**src/rtl/wdm_pkg.sv**
```systemverilog
package wdm_pkg;
   // Resolution codes carried with each sample result
   typedef enum logic [1:0] {
      RES_FULL = 2'd0,
      RES_LESS2 = 2'd1,
      RES_LESS4 = 2'd2,
      RES_LESS6 = 2'd3
   } res_code_e;

   localparam int CTRL_EN_BIT     = 0;
   localparam int CTRL_SINGLE_BIT = 1;
   localparam int CTRL_CH_LSB     = 4;
endpackage

```
**src/rtl/wdm_align.sv**
```systemverilog
module wdm_align #(
   parameter int DATA_W = 12
) (
   input  logic [DATA_W-1:0] raw_i,
   input  logic [1:0]        res_i,
   output logic [DATA_W-1:0] left_o
);
   import wdm_pkg::*;

   // shifting out the top bits drops whatever sits above the resolution
   always_comb begin
      case (res_code_e'(res_i))
         RES_FULL:  left_o = raw_i;
         RES_LESS2: left_o = raw_i << 2;
         RES_LESS4: left_o = raw_i << 4;
         default:   left_o = raw_i << 6;
      endcase
   end
endmodule

```
**src/rtl/wdm_cfg.sv**
```systemverilog
module wdm_cfg #(
   parameter int CH_W        = 5,
   parameter int DATA_W      = 12,
   parameter int NUM_MASK_WD = 2,
   parameter int ADDR_W      = 3,
   parameter int REG_W       = 32
) (
   input  logic                                clk,
   input  logic                                rst_n,
   input  logic                                reg_we_i,
   input  logic [ADDR_W-1:0]                   reg_addr_i,
   input  logic [REG_W-1:0]                    reg_wdata_i,
   output logic [REG_W-1:0]                    reg_rdata_o,
   input  logic [NUM_MASK_WD:0]                flags_i,
   output logic [NUM_MASK_WD:0][(1<<CH_W)-1:0] guard_o,
   output logic [NUM_MASK_WD:0][DATA_W-1:0]    lo_o,
   output logic [NUM_MASK_WD:0][DATA_W-1:0]    hi_o,
   output logic [NUM_MASK_WD:0]                ien_o,
   output logic [NUM_MASK_WD:0]                clr_o
);
   import wdm_pkg::*;

   localparam int NUM_CH   = 1 << CH_W;
   localparam int NUM_WD   = NUM_MASK_WD + 1;
   localparam int A_STAT   = 2 * NUM_WD;
   localparam int A_IEN    = A_STAT + 1;
   localparam int NUM_REGS = A_IEN + 1;
   localparam int NUM_ADDR = 1 << ADDR_W;
   localparam int HI_LSB   = REG_W / 2;

   logic [REG_W-1:0] rd_word [NUM_ADDR];
   logic [NUM_WD-1:0] ien_q;

   for (genvar w = 0; w < NUM_WD; w++) begin : g_wd
      localparam int A_SEL = 2 * w;
      localparam int A_THR = 2 * w + 1;
      logic [DATA_W-1:0] lo_r, hi_r;

      always_ff @(posedge clk or negedge rst_n) begin
         if (!rst_n) begin
            lo_r <= '0;
            hi_r <= '1;
         end else if (reg_we_i && reg_addr_i == ADDR_W'(A_THR)) begin
            lo_r <= reg_wdata_i[DATA_W-1:0];
            hi_r <= reg_wdata_i[HI_LSB +: DATA_W];
         end
      end
      assign lo_o[w] = lo_r;
      assign hi_o[w] = hi_r;
      assign rd_word[A_THR] = {{(REG_W-HI_LSB-DATA_W){1'b0}}, hi_r,
                               {(HI_LSB-DATA_W){1'b0}}, lo_r};

      if (w == 0) begin : g_all_or_one
         logic            en_r, single_r;
         logic [CH_W-1:0] ch_r;
         logic [NUM_CH-1:0] sel;

         always_ff @(posedge clk or negedge rst_n) begin
            if (!rst_n) begin
               en_r     <= 1'b0;
               single_r <= 1'b0;
               ch_r     <= '0;
            end else if (reg_we_i && reg_addr_i == ADDR_W'(A_SEL)) begin
               en_r     <= reg_wdata_i[CTRL_EN_BIT];
               single_r <= reg_wdata_i[CTRL_SINGLE_BIT];
               ch_r     <= reg_wdata_i[CTRL_CH_LSB +: CH_W];
            end
         end

         always_comb begin
            sel = '0;
            if (en_r) begin
               if (single_r) sel[ch_r] = 1'b1;
               else          sel = '1;
            end
         end
         assign guard_o[w] = sel;
         assign rd_word[A_SEL] = REG_W'({ch_r, 2'b00, single_r, en_r});
      end else begin : g_mask
         logic [NUM_CH-1:0] mask_r;

         always_ff @(posedge clk or negedge rst_n) begin
            if (!rst_n)
               mask_r <= '0;
            else if (reg_we_i && reg_addr_i == ADDR_W'(A_SEL))
               mask_r <= reg_wdata_i[NUM_CH-1:0];
         end
         assign guard_o[w] = mask_r;
         assign rd_word[A_SEL] = REG_W'(mask_r);
      end
   end

   always_ff @(posedge clk or negedge rst_n) begin
      if (!rst_n)
         ien_q <= '0;
      else if (reg_we_i && reg_addr_i == ADDR_W'(A_IEN))
         ien_q <= reg_wdata_i[NUM_WD-1:0];
   end

   assign rd_word[A_STAT] = REG_W'(flags_i);
   assign rd_word[A_IEN]  = REG_W'(ien_q);
   for (genvar a = NUM_REGS; a < NUM_ADDR; a++) begin : g_spare
      assign rd_word[a] = '0;
   end

   assign reg_rdata_o = rd_word[reg_addr_i];
   assign ien_o       = ien_q;
   assign clr_o       = (reg_we_i && reg_addr_i == ADDR_W'(A_STAT))
                        ? reg_wdata_i[NUM_WD-1:0] : '0;
endmodule

```
**src/rtl/wdm_unit.sv**
```systemverilog
module wdm_unit #(
   parameter int DATA_W = 12,
   parameter int CH_W   = 5
) (
   input  logic                   clk,
   input  logic                   rst_n,
   input  logic                   smp_valid_i,
   input  logic [CH_W-1:0]        smp_chan_i,
   input  logic [DATA_W-1:0]      smp_left_i,
   input  logic [(1<<CH_W)-1:0]   guard_i,
   input  logic [DATA_W-1:0]      thr_lo_i,
   input  logic [DATA_W-1:0]      thr_hi_i,
   input  logic                   clr_i,
   output logic                   flag_o
);
   logic guarded, below, above, hit, flag_q;

   assign guarded = guard_i[smp_chan_i];
   assign below   = smp_left_i < thr_lo_i;
   assign above   = smp_left_i > thr_hi_i;
   assign hit     = smp_valid_i && guarded && (below || above);

   always_ff @(posedge clk or negedge rst_n) begin
      if (!rst_n) flag_q <= 1'b0;
      else        flag_q <= hit | (flag_q & ~clr_i);
   end
   assign flag_o = flag_q;

   // a flag only rises after a sample outside the window
   p_rise_cause_r5: assert property (@(posedge clk) disable iff (!rst_n)
      $rose(flag_q) |-> $past(smp_valid_i && (smp_left_i < thr_lo_i || smp_left_i > thr_hi_i)));
   // samples on or between the thresholds never raise a flag
   p_in_window_r5: assert property (@(posedge clk) disable iff (!rst_n)
      (smp_valid_i && smp_left_i >= thr_lo_i && smp_left_i <= thr_hi_i && !flag_q) |=> !flag_q);
   // R4 (also R1, R3): an unguarded channel never raises a flag
   p_unguarded_r4: assert property (@(posedge clk) disable iff (!rst_n)
      (smp_valid_i && !guard_i[smp_chan_i] && !flag_q) |=> !flag_q);
   // a clear with no new violation drops the flag
   p_clear_r7: assert property (@(posedge clk) disable iff (!rst_n)
      (clr_i && !(smp_valid_i && guard_i[smp_chan_i] && (below || above))) |=> !flag_q);
   // a violation beats a simultaneous clear
   p_set_wins_r8: assert property (@(posedge clk) disable iff (!rst_n)
      (clr_i && smp_valid_i && guard_i[smp_chan_i] && (below || above)) |=> flag_q);
   // without a clear the flag persists
   p_sticky_r9: assert property (@(posedge clk) disable iff (!rst_n)
      (flag_q && !clr_i) |=> flag_q);
endmodule

```
**src/rtl/thr_watchdog_monitor.sv**
```systemverilog
module thr_watchdog_monitor #(
   parameter int CH_W        = 5,
   parameter int DATA_W      = 12,
   parameter int NUM_MASK_WD = 2,
   parameter int ADDR_W      = 3,
   parameter int REG_W       = 32
) (
   input  logic                   clk,
   input  logic                   rst_n,
   input  logic                   smp_valid,
   input  logic [CH_W-1:0]        smp_chan,
   input  logic [1:0]             smp_res,
   input  logic [DATA_W-1:0]      smp_data,
   input  logic                   reg_we,
   input  logic [ADDR_W-1:0]      reg_addr,
   input  logic [REG_W-1:0]       reg_wdata,
   output logic [REG_W-1:0]       reg_rdata,
   output logic                   irq,
   output logic [NUM_MASK_WD:0]   wd_out
);
   localparam int NUM_CH = 1 << CH_W;
   localparam int NUM_WD = NUM_MASK_WD + 1;

   if (NUM_CH > REG_W) begin : g_bad_mask_width
      $error("channel mask does not fit a register word");
   end
   if (2 * NUM_WD + 2 > (1 << ADDR_W)) begin : g_bad_addr_width
      $error("address width too small for the register set");
   end
   if (DATA_W >= REG_W / 2 || DATA_W < 7) begin : g_bad_data_width
      $error("sample width must be 7 or more and under half a register word");
   end
   if (CH_W + 4 > REG_W) begin : g_bad_chan_width
      $error("channel field does not fit the control word");
   end

   logic [DATA_W-1:0]               smp_left;
   logic [NUM_WD-1:0][NUM_CH-1:0]   guard;
   logic [NUM_WD-1:0][DATA_W-1:0]   thr_lo, thr_hi;
   logic [NUM_WD-1:0]               ien, clr, flags;

   wdm_align #(.DATA_W(DATA_W)) i_align (
      .raw_i  (smp_data),
      .res_i  (smp_res),
      .left_o (smp_left)
   );

   wdm_cfg #(
      .CH_W(CH_W), .DATA_W(DATA_W), .NUM_MASK_WD(NUM_MASK_WD),
      .ADDR_W(ADDR_W), .REG_W(REG_W)
   ) i_cfg (
      .clk         (clk),
      .rst_n       (rst_n),
      .reg_we_i    (reg_we),
      .reg_addr_i  (reg_addr),
      .reg_wdata_i (reg_wdata),
      .reg_rdata_o (reg_rdata),
      .flags_i     (flags),
      .guard_o     (guard),
      .lo_o        (thr_lo),
      .hi_o        (thr_hi),
      .ien_o       (ien),
      .clr_o       (clr)
   );

   for (genvar w = 0; w < NUM_WD; w++) begin : g_unit
      wdm_unit #(.DATA_W(DATA_W), .CH_W(CH_W)) i_unit (
         .clk         (clk),
         .rst_n       (rst_n),
         .smp_valid_i (smp_valid),
         .smp_chan_i  (smp_chan),
         .smp_left_i  (smp_left),
         .guard_i     (guard[w]),
         .thr_lo_i    (thr_lo[w]),
         .thr_hi_i    (thr_hi[w]),
         .clr_i       (clr[w]),
         .flag_o      (flags[w])
      );
   end

   assign wd_out = flags;
   assign irq    = |(flags & ien);

   // a hardware line can only rise one cycle after a sample
   p_out_after_sample_r11: assert property (@(posedge clk) disable iff (!rst_n)
      $rose(|wd_out) |-> $past(smp_valid));
   // the interrupt never shows without a raised line
   p_irq_needs_flag_r10: assert property (@(posedge clk) disable iff (!rst_n)
      irq |-> (wd_out != '0));
endmodule

```
**config.mk**
```make
export PLATFORM = sky130hd
export DESIGN_NAME = thr_watchdog_monitor
export DESIGN_NICKNAME = d
export VERILOG_FILES = /design/src/rtl/wdm_pkg.sv /design/src/rtl/wdm_align.sv /design/src/rtl/wdm_cfg.sv /design/src/rtl/wdm_unit.sv /design/src/rtl/thr_watchdog_monitor.sv
export SDC_FILE = /design/constraint.sdc
export NUM_CORES = 1
export LEC_CHECK = 0
export CAP_MARGIN = 20
export CORE_ASPECT_RATIO = 1.2
export CORE_MARGIN = 2
export CORE_UTILIZATION = 30
export DETAILED_ROUTE_END_ITERATION = 7
export DONT_BUFFER_PORTS = 1
export GPL_TIMING_DRIVEN = 0
export SETUP_SLACK_MARGIN = 0.4
export SLEW_MARGIN = 20
export SYNTH_ARGS = -nofsm -noshare
export SYNTH_HDL_FRONTEND = slang
export SYNTH_SLANG_ARGS = --single-unit
```
**constraint.sdc**
```tcl
create_clock -name clk -period 3.6 [get_ports clk]
set_input_delay 0 -clock clk [delete_from_list [all_inputs] [get_ports clk]]
set_output_delay 0 -clock clk [all_outputs]
set_load 0.1 [all_outputs]
```
**After elaboration in Yosys (flattened, before gate mapping)**

Cells that the tools add are included.

- Magnitude comparators: 10
- Eq/ne operators: 9
- Mux-type cells: 15
- Bitwise logic cells: 11
- Reductions and logical operators: 21

Operators by type and width:

| operator | count |
|---|---|
| 2-to-1 mux 32 bit | 4 |
| binary-select mux 32 bit (select 3 bit) | 1 |
| > comparator 12 bit | 3 |
| < comparator 12 bit | 3 |
| one-hot mux 12 bit (3 select lines) | 1 |
| binary-select mux 1 bit (select 5 bit) | 3 |
| logical AND 1 bit | 15 |
| equality test 3 bit, second input constant | 4 |
| < comparator 5 x 6 -> 1 bit, second input constant | 2 |
| equality test 3 x 2 -> 1 bit, second input constant | 2 |
| demux 1 bit (select 5 bit) | 1 |
| greater-or-equal comparator 5 x 1 -> 1 bit, second input constant | 1 |
| greater-or-equal comparator 4 bit, second input constant | 1 |
| 2-to-1 mux 1 bit | 4 |
| NOT 3 -> 4 bit | 1 |
| AND 1 bit | 3 |
| AND 3 bit | 1 |
| equality test 3 x 1 -> 1 bit, second input constant | 1 |
| logical NOT 3 bit | 1 |
| logical OR 1 bit | 3 |
| 2-to-1 mux 3 bit | 1 |
| NOT 1 bit | 3 |
| OR 1 bit | 3 |
| OR reduction 3 bit | 1 |
| other kinds (3) | 3 |

- Register bits: 149
- Bits of input ports: 58
- Output and inout bits: 36
- Logic and storage cells: 81

**Logic depth before layout (Yosys ltp)**

- Word-level depth: 11
- Mapped depth: 12
- Depth with buffers taken out: 10

**Hierarchy**

Synthesis repeated with hierarchy kept, for this count alone.

- Cells, all modules: 917
- Area total of the unflattened synthesis: 10213.5 sq um

By module, submodules not included:

| module | times used | cells each | area each (sq um) | seq. area each (sq um) |
|---|---|---|---|---|
| wdm_cfg | 1 | 576 | 7325.8 | 3698.5 |
| wdm_unit at g_unit[0].i_unit ... | 2 | 104 | 869.6 | 25.0 |
| wdm_unit at g_unit[2].i_unit | 1 | 106 | 909.6 | 25.0 |
| wdm_align | 1 | 25 | 225.2 | 0.0 |
| thr_watchdog_monitor | 1 | 2 | 13.8 | 0.0 |

**Least setup slack after synthesis**

OpenSTA, ideal clock, no wires.

- Path kind: input port to output port
- From: in reg_addr[0]
- To: out reg_rdata[2]
- Arrival time: 3.124 ns
- Data required time: 3.600 ns
- Path slack: 0.476 ns
- Cell stages on the path: 6
- Cell sequence: buf_2 > buf_2 > buf_2 > buf_2 > a22oi_1 > o21ai_0

- Word-level cells in the longest chain between the ends: 4

RTL lines:

| element | RTL line | text |
|---|---|---|
| from (decl) | thr_watchdog_monitor.sv:15 | `input logic [ADDR_W-1:0] reg_addr,` |
| NOT 3 -> 4 bit (not written as such) | wdm_cfg.sv:106 | `assign reg_rdata_o = rd_word[reg_addr_i];` |
| binary-select mux 32 bit (select 3 bit) | wdm_cfg.sv:106 |  |
| 2-to-1 mux 32 bit (not written as such) (2 in a row) | wdm_cfg.sv:106 |  |
| to (decl) | thr_watchdog_monitor.sv:17 | `output logic [REG_W-1:0] reg_rdata,` |

No other way between the ends. The select of a mux whose other input is x is not followed.

**Final worst setup path**

- From: in smp_res[0]
- To: reg g_unit[1].i_unit.flag_q

- Word-level cells in the longest chain between the ends: 6
- Elaborated cells between the ends (all ways): 9
- Those cells by class: order compare: 2; eq/ne: 2; mux: 1; bitwise: 1; reduce/logical: 3

RTL lines:

| element | RTL line | text |
|---|---|---|
| from (decl) | thr_watchdog_monitor.sv:12 | `input logic [1:0] smp_res,` |
| equality test 2 bit (tied with other cells) | wdm_align.sv:12 | `case (res_code_e'(res_i))` |
| one-hot mux 12 bit (3 select lines) * | wdm_align.sv:12 |  |
| < comparator 12 bit or > comparator 12 bit (tied branches) | wdm_unit.sv:19, wdm_unit.sv:20 |  |
| logical OR 1 bit * | wdm_unit.sv:21 | `assign hit = smp_valid_i && guarded && (below \|\| above);` |
| logical AND 1 bit * | wdm_unit.sv:21 |  |
| OR 1 bit * | wdm_unit.sv:25 | `else flag_q <= hit \| (flag_q & ~clr_i);` |
| to (signal assigned) | wdm_unit.sv:25 |  |
| to (decl) | wdm_unit.sv:16 | `logic guarded, below, above, hit, flag_q;` |

Every way passes the cells marked *; elsewhere a longest branch is shown, timed or not.
A chain may end at the register's enable or synchronous reset.

==> flow_summary_export.csv <==
group,metric,value,unit
sta,grt_setup_unrepaired,"no",
floorplanning,start_util,30.4,%
pwr,p_leak,4.58,nW
global_route,grt_first_pass_wirelength,44.9,mm
setup_path,worstPathMaxFanout,10,
placement,dp_slack,0.369,ns
pwr,ir_drop,0.342,mV
sta,slew_headroom,21.4,%
sta,setup_slack,0.783,ns
sta,post-route-min-period,2.82,ns
setup_path,critPathArrivalTime,3.13,ns
setup_path,worstSetupPathType,"in2reg",
drt,vias,6878,
setup_path,cp.required,3.92,ns
layout,stdcell_area,10900,µm²
clock_network,cts_buffers,17,
layout,mostFrequentLayoutCell,"mux2_2",
yosys,ys_warn_count,0,
layout,final_cell_mix,"mux2_2, dfrtp_1, inv_1, ha_1, nand2_1",
yosys,synth_nets,940,
drt,viasPerCell,5.37,
layout,fin_nets,997,
sta,finalMaxSlewViolations,0,
floorplanning,dieHeight,196,µm
layout,final_util,36.0,%
drt,firstDrtPassIters,5,
placement,dp_cells,1209,
clock_network,htree_levels,4,
pwr,p_per_area,597,nW/µm²
floorplanning,ios,94,
sta,hold_viol,149,
yosys,ys_seq_area_share,41.0,%
drt,ant_nets,0,
clock_network,ctsHoldBuffers,38,
sta,tightest_slew,1.18,ns
clock_network,clk_latency,0.43,ns
yosys,syn_area_per_cell,11.3,µm²
yosys,ys_seq_elements,149,
setup_path,cpPeakStageDelay,0.63,ns
clock_network,cts-resized-gates,0,
yosys,synth-edff-count,0,
yosys,synth_cell_types,51,
clock_network,cts-root-buf,"clkbuf_16",
clock_network,cts_tree,"yes",
layout,stdcell_count,1280,
pwr,design_power_total,6.52,mW
sta,finalSetupTns,0,ns
layout,area_growth,18.6,%
clock_network,cts.clk_slew.worst_paths,0.06,ns
drt,drc_errors,0,
floorplanning,die_area,32100,µm²
sta,setup_viol,0,
drt,wl,29.4,mm
global_route,grt_pass1_vias,7282,
clock_network,clkSinkCount,149,
sta,max_freq,355,MHz
global_route,gr-total-overflow,0,
placement,placed_cell_area,9910,µm²
placement,io_buffers,0,
placement,hpwl,21.8,mm
setup_path,crit_chain,"buf_4 -> clkbuf_1 -> mux2i_1 -> nor2_1 -> ha_1 -> nand2_1 -> a311oi_1 -> a211oi_1 -> o41ai_2 -> o211ai_1 -> a32o_1",
drt,wl_per_cell,22.9,µm
placement,gp_congestion,0.859,
yosys,syn_inst,813,
sta,hold-worst-slack,-0.725,ns
clock_network,cts_buffer_depth,2,
layout,drive_above_1_share,31.4,%
setup_path,worst_setup_path_end_kind,"register",
sta,skew,0.00524,ns
yosys,synthFlopType,"dfrtp_1",
run,drv_cap,0,
min_path,holdCritPathClass,"in2async",
clock_network,postCtsSetupBuffers,0,
yosys,syn-cell-area,9200,µm²
status,failed_checks,"negative hold slack",
drt,initialDrtViolationCount,399,
global_route,grt_use_total,18.8,%
setup_path,cp-start-kind,"input port",
floorplanning,core,30300,µm²
setup_path,cpMaxStageDelayCell,"nor2_1",
yosys,async_flop_share,100,%
floorplanning,die_w,164,µm
floorplanning,num_rows,70,
status,outcome,"finished, violations left",
sta,period_share,78.3,%
global_route,grt_start_max_net_pins,150,
global_route,antenna_found_initial,1,
-- kinds of logic after synthesis --
kind of cell | count (synthesis) | share of synthesized area [%]
muxes | 180 | 25.3
AOI/OAI and AO/OA | 171 | 12.1
adders and majority gates | 69 | 9.38
xor gates and xnor gates | 5 | 0.476
buffers and inverters | 121 | 5.52
DFF | 149 | 41.0
and+or+nand+nor | 118 | 6.17
-- cell usage after synthesis (all sizes together) (3+ instances only) --
cell type    n  area [µm²]
a211oi       8        60.1
a21o         8        60.1
a21oi       27         135
a22o         6        52.6
a22oi       25         188
buf         23         140
clkbuf      24        90.1
dfrtp      113        2830
dfstp       36         946
ha          69         863
inv         74         278
mux2       127        1430
mux2i       24         240
mux4        29         661
nand2       53         199
nand2b       4        25.0
nand3        6        30.0
nand4       11        68.8
nor2        18        67.6
nor2b       12        75.1
nor3         6        35.0
o211ai       7        52.6
o21ai       49         245
o22ai       21         131
xnor2        3        26.3
-- routing by layer --
metal  vias to the layer above  wire length (µm)  part of all wire, %  global-route usage (%)
met2                       178             15000                   51                    32.4
met3                        66              1350                  4.6                    3.91
li1                       3114                 -                    -                       -
met1                      3520             11700                   40                    21.9
met5                         -                 0                    0                       0
met4                         0              1350                  4.6                    9.29
-- worst max-delay path: cells and delay by family --
family / cells / cell delay, ns
AO/OA/AOI/OAI: 5 / 1.46
AND/OR/NAND/NOR: 2 / 0.74
buffers and inverters: 2 / 0.51
adder cells (fa/ha/maj): 1 / 0.24
multiplexers: 1 / 0.17
-- cell type report --
type,count,area [µm²]
tap,396,495
timing repair buffer,38,380
fill,3029,19400
clock buffer,20,457
multi-input combinational,543,5140
antenna,1,2.50
clock inverter,12,154
buffer,47,231
inverter,74,278
sequential,149,3770
-- state kept, by name, indices dropped and copies added (netlist names) --
register and cells:
i_cfg.g_wd.hi_r 36, g_unit.i_unit.flag_o 3, i_cfg.ien_o 3, i_cfg.g_wd.lo_r 36, i_cfg.g_wd.g_mask.mask_r 64, i_cfg.g_wd.g_all_or_one.en_r 1
i_cfg.g_wd.g_all_or_one.single_r 1, i_cfg.g_wd.g_all_or_one.ch_r 5
-- power by group --
part / switching, mW / internal [mW]
clock: 0.730 / 1.13
combinational: 1.39 / 0.833
sequential: 0.325 / 2.11
-- path summary, 6_finish.rpt --
check | end | start | slack [ns] | cells after the start
min reg2reg | i_cfg.g_wd[0].hi_r[3]$_DFFE_PN1P_ | i_cfg.g_wd[0].hi_r[3]$_DFFE_PN1P_ | 0.53 | 2
max reg2reg | g_unit[1].i_unit.flag_o$_DFF_PN0_ | i_cfg.g_wd[1].hi_r[11]$_DFFE_PN1P_ | 1.21 | 8
max in group asynchronous | i_cfg.g_wd[1].hi_r[1]$_DFFE_PN1P_ | rst_n | 4.00 | 0
min | i_cfg.ien_o[1]$_DFFE_PN0P_ | rst_n | -0.73 | 0
max | g_unit[1].i_unit.flag_o$_DFF_PN0_ | smp_res[0] | 0.78 | 11
min in group clk | i_cfg.g_wd[0].lo_r[1]$_DFFE_PN0P_ | reg_we | 0.07 | 4
Power figures use the tool's default switching activity.
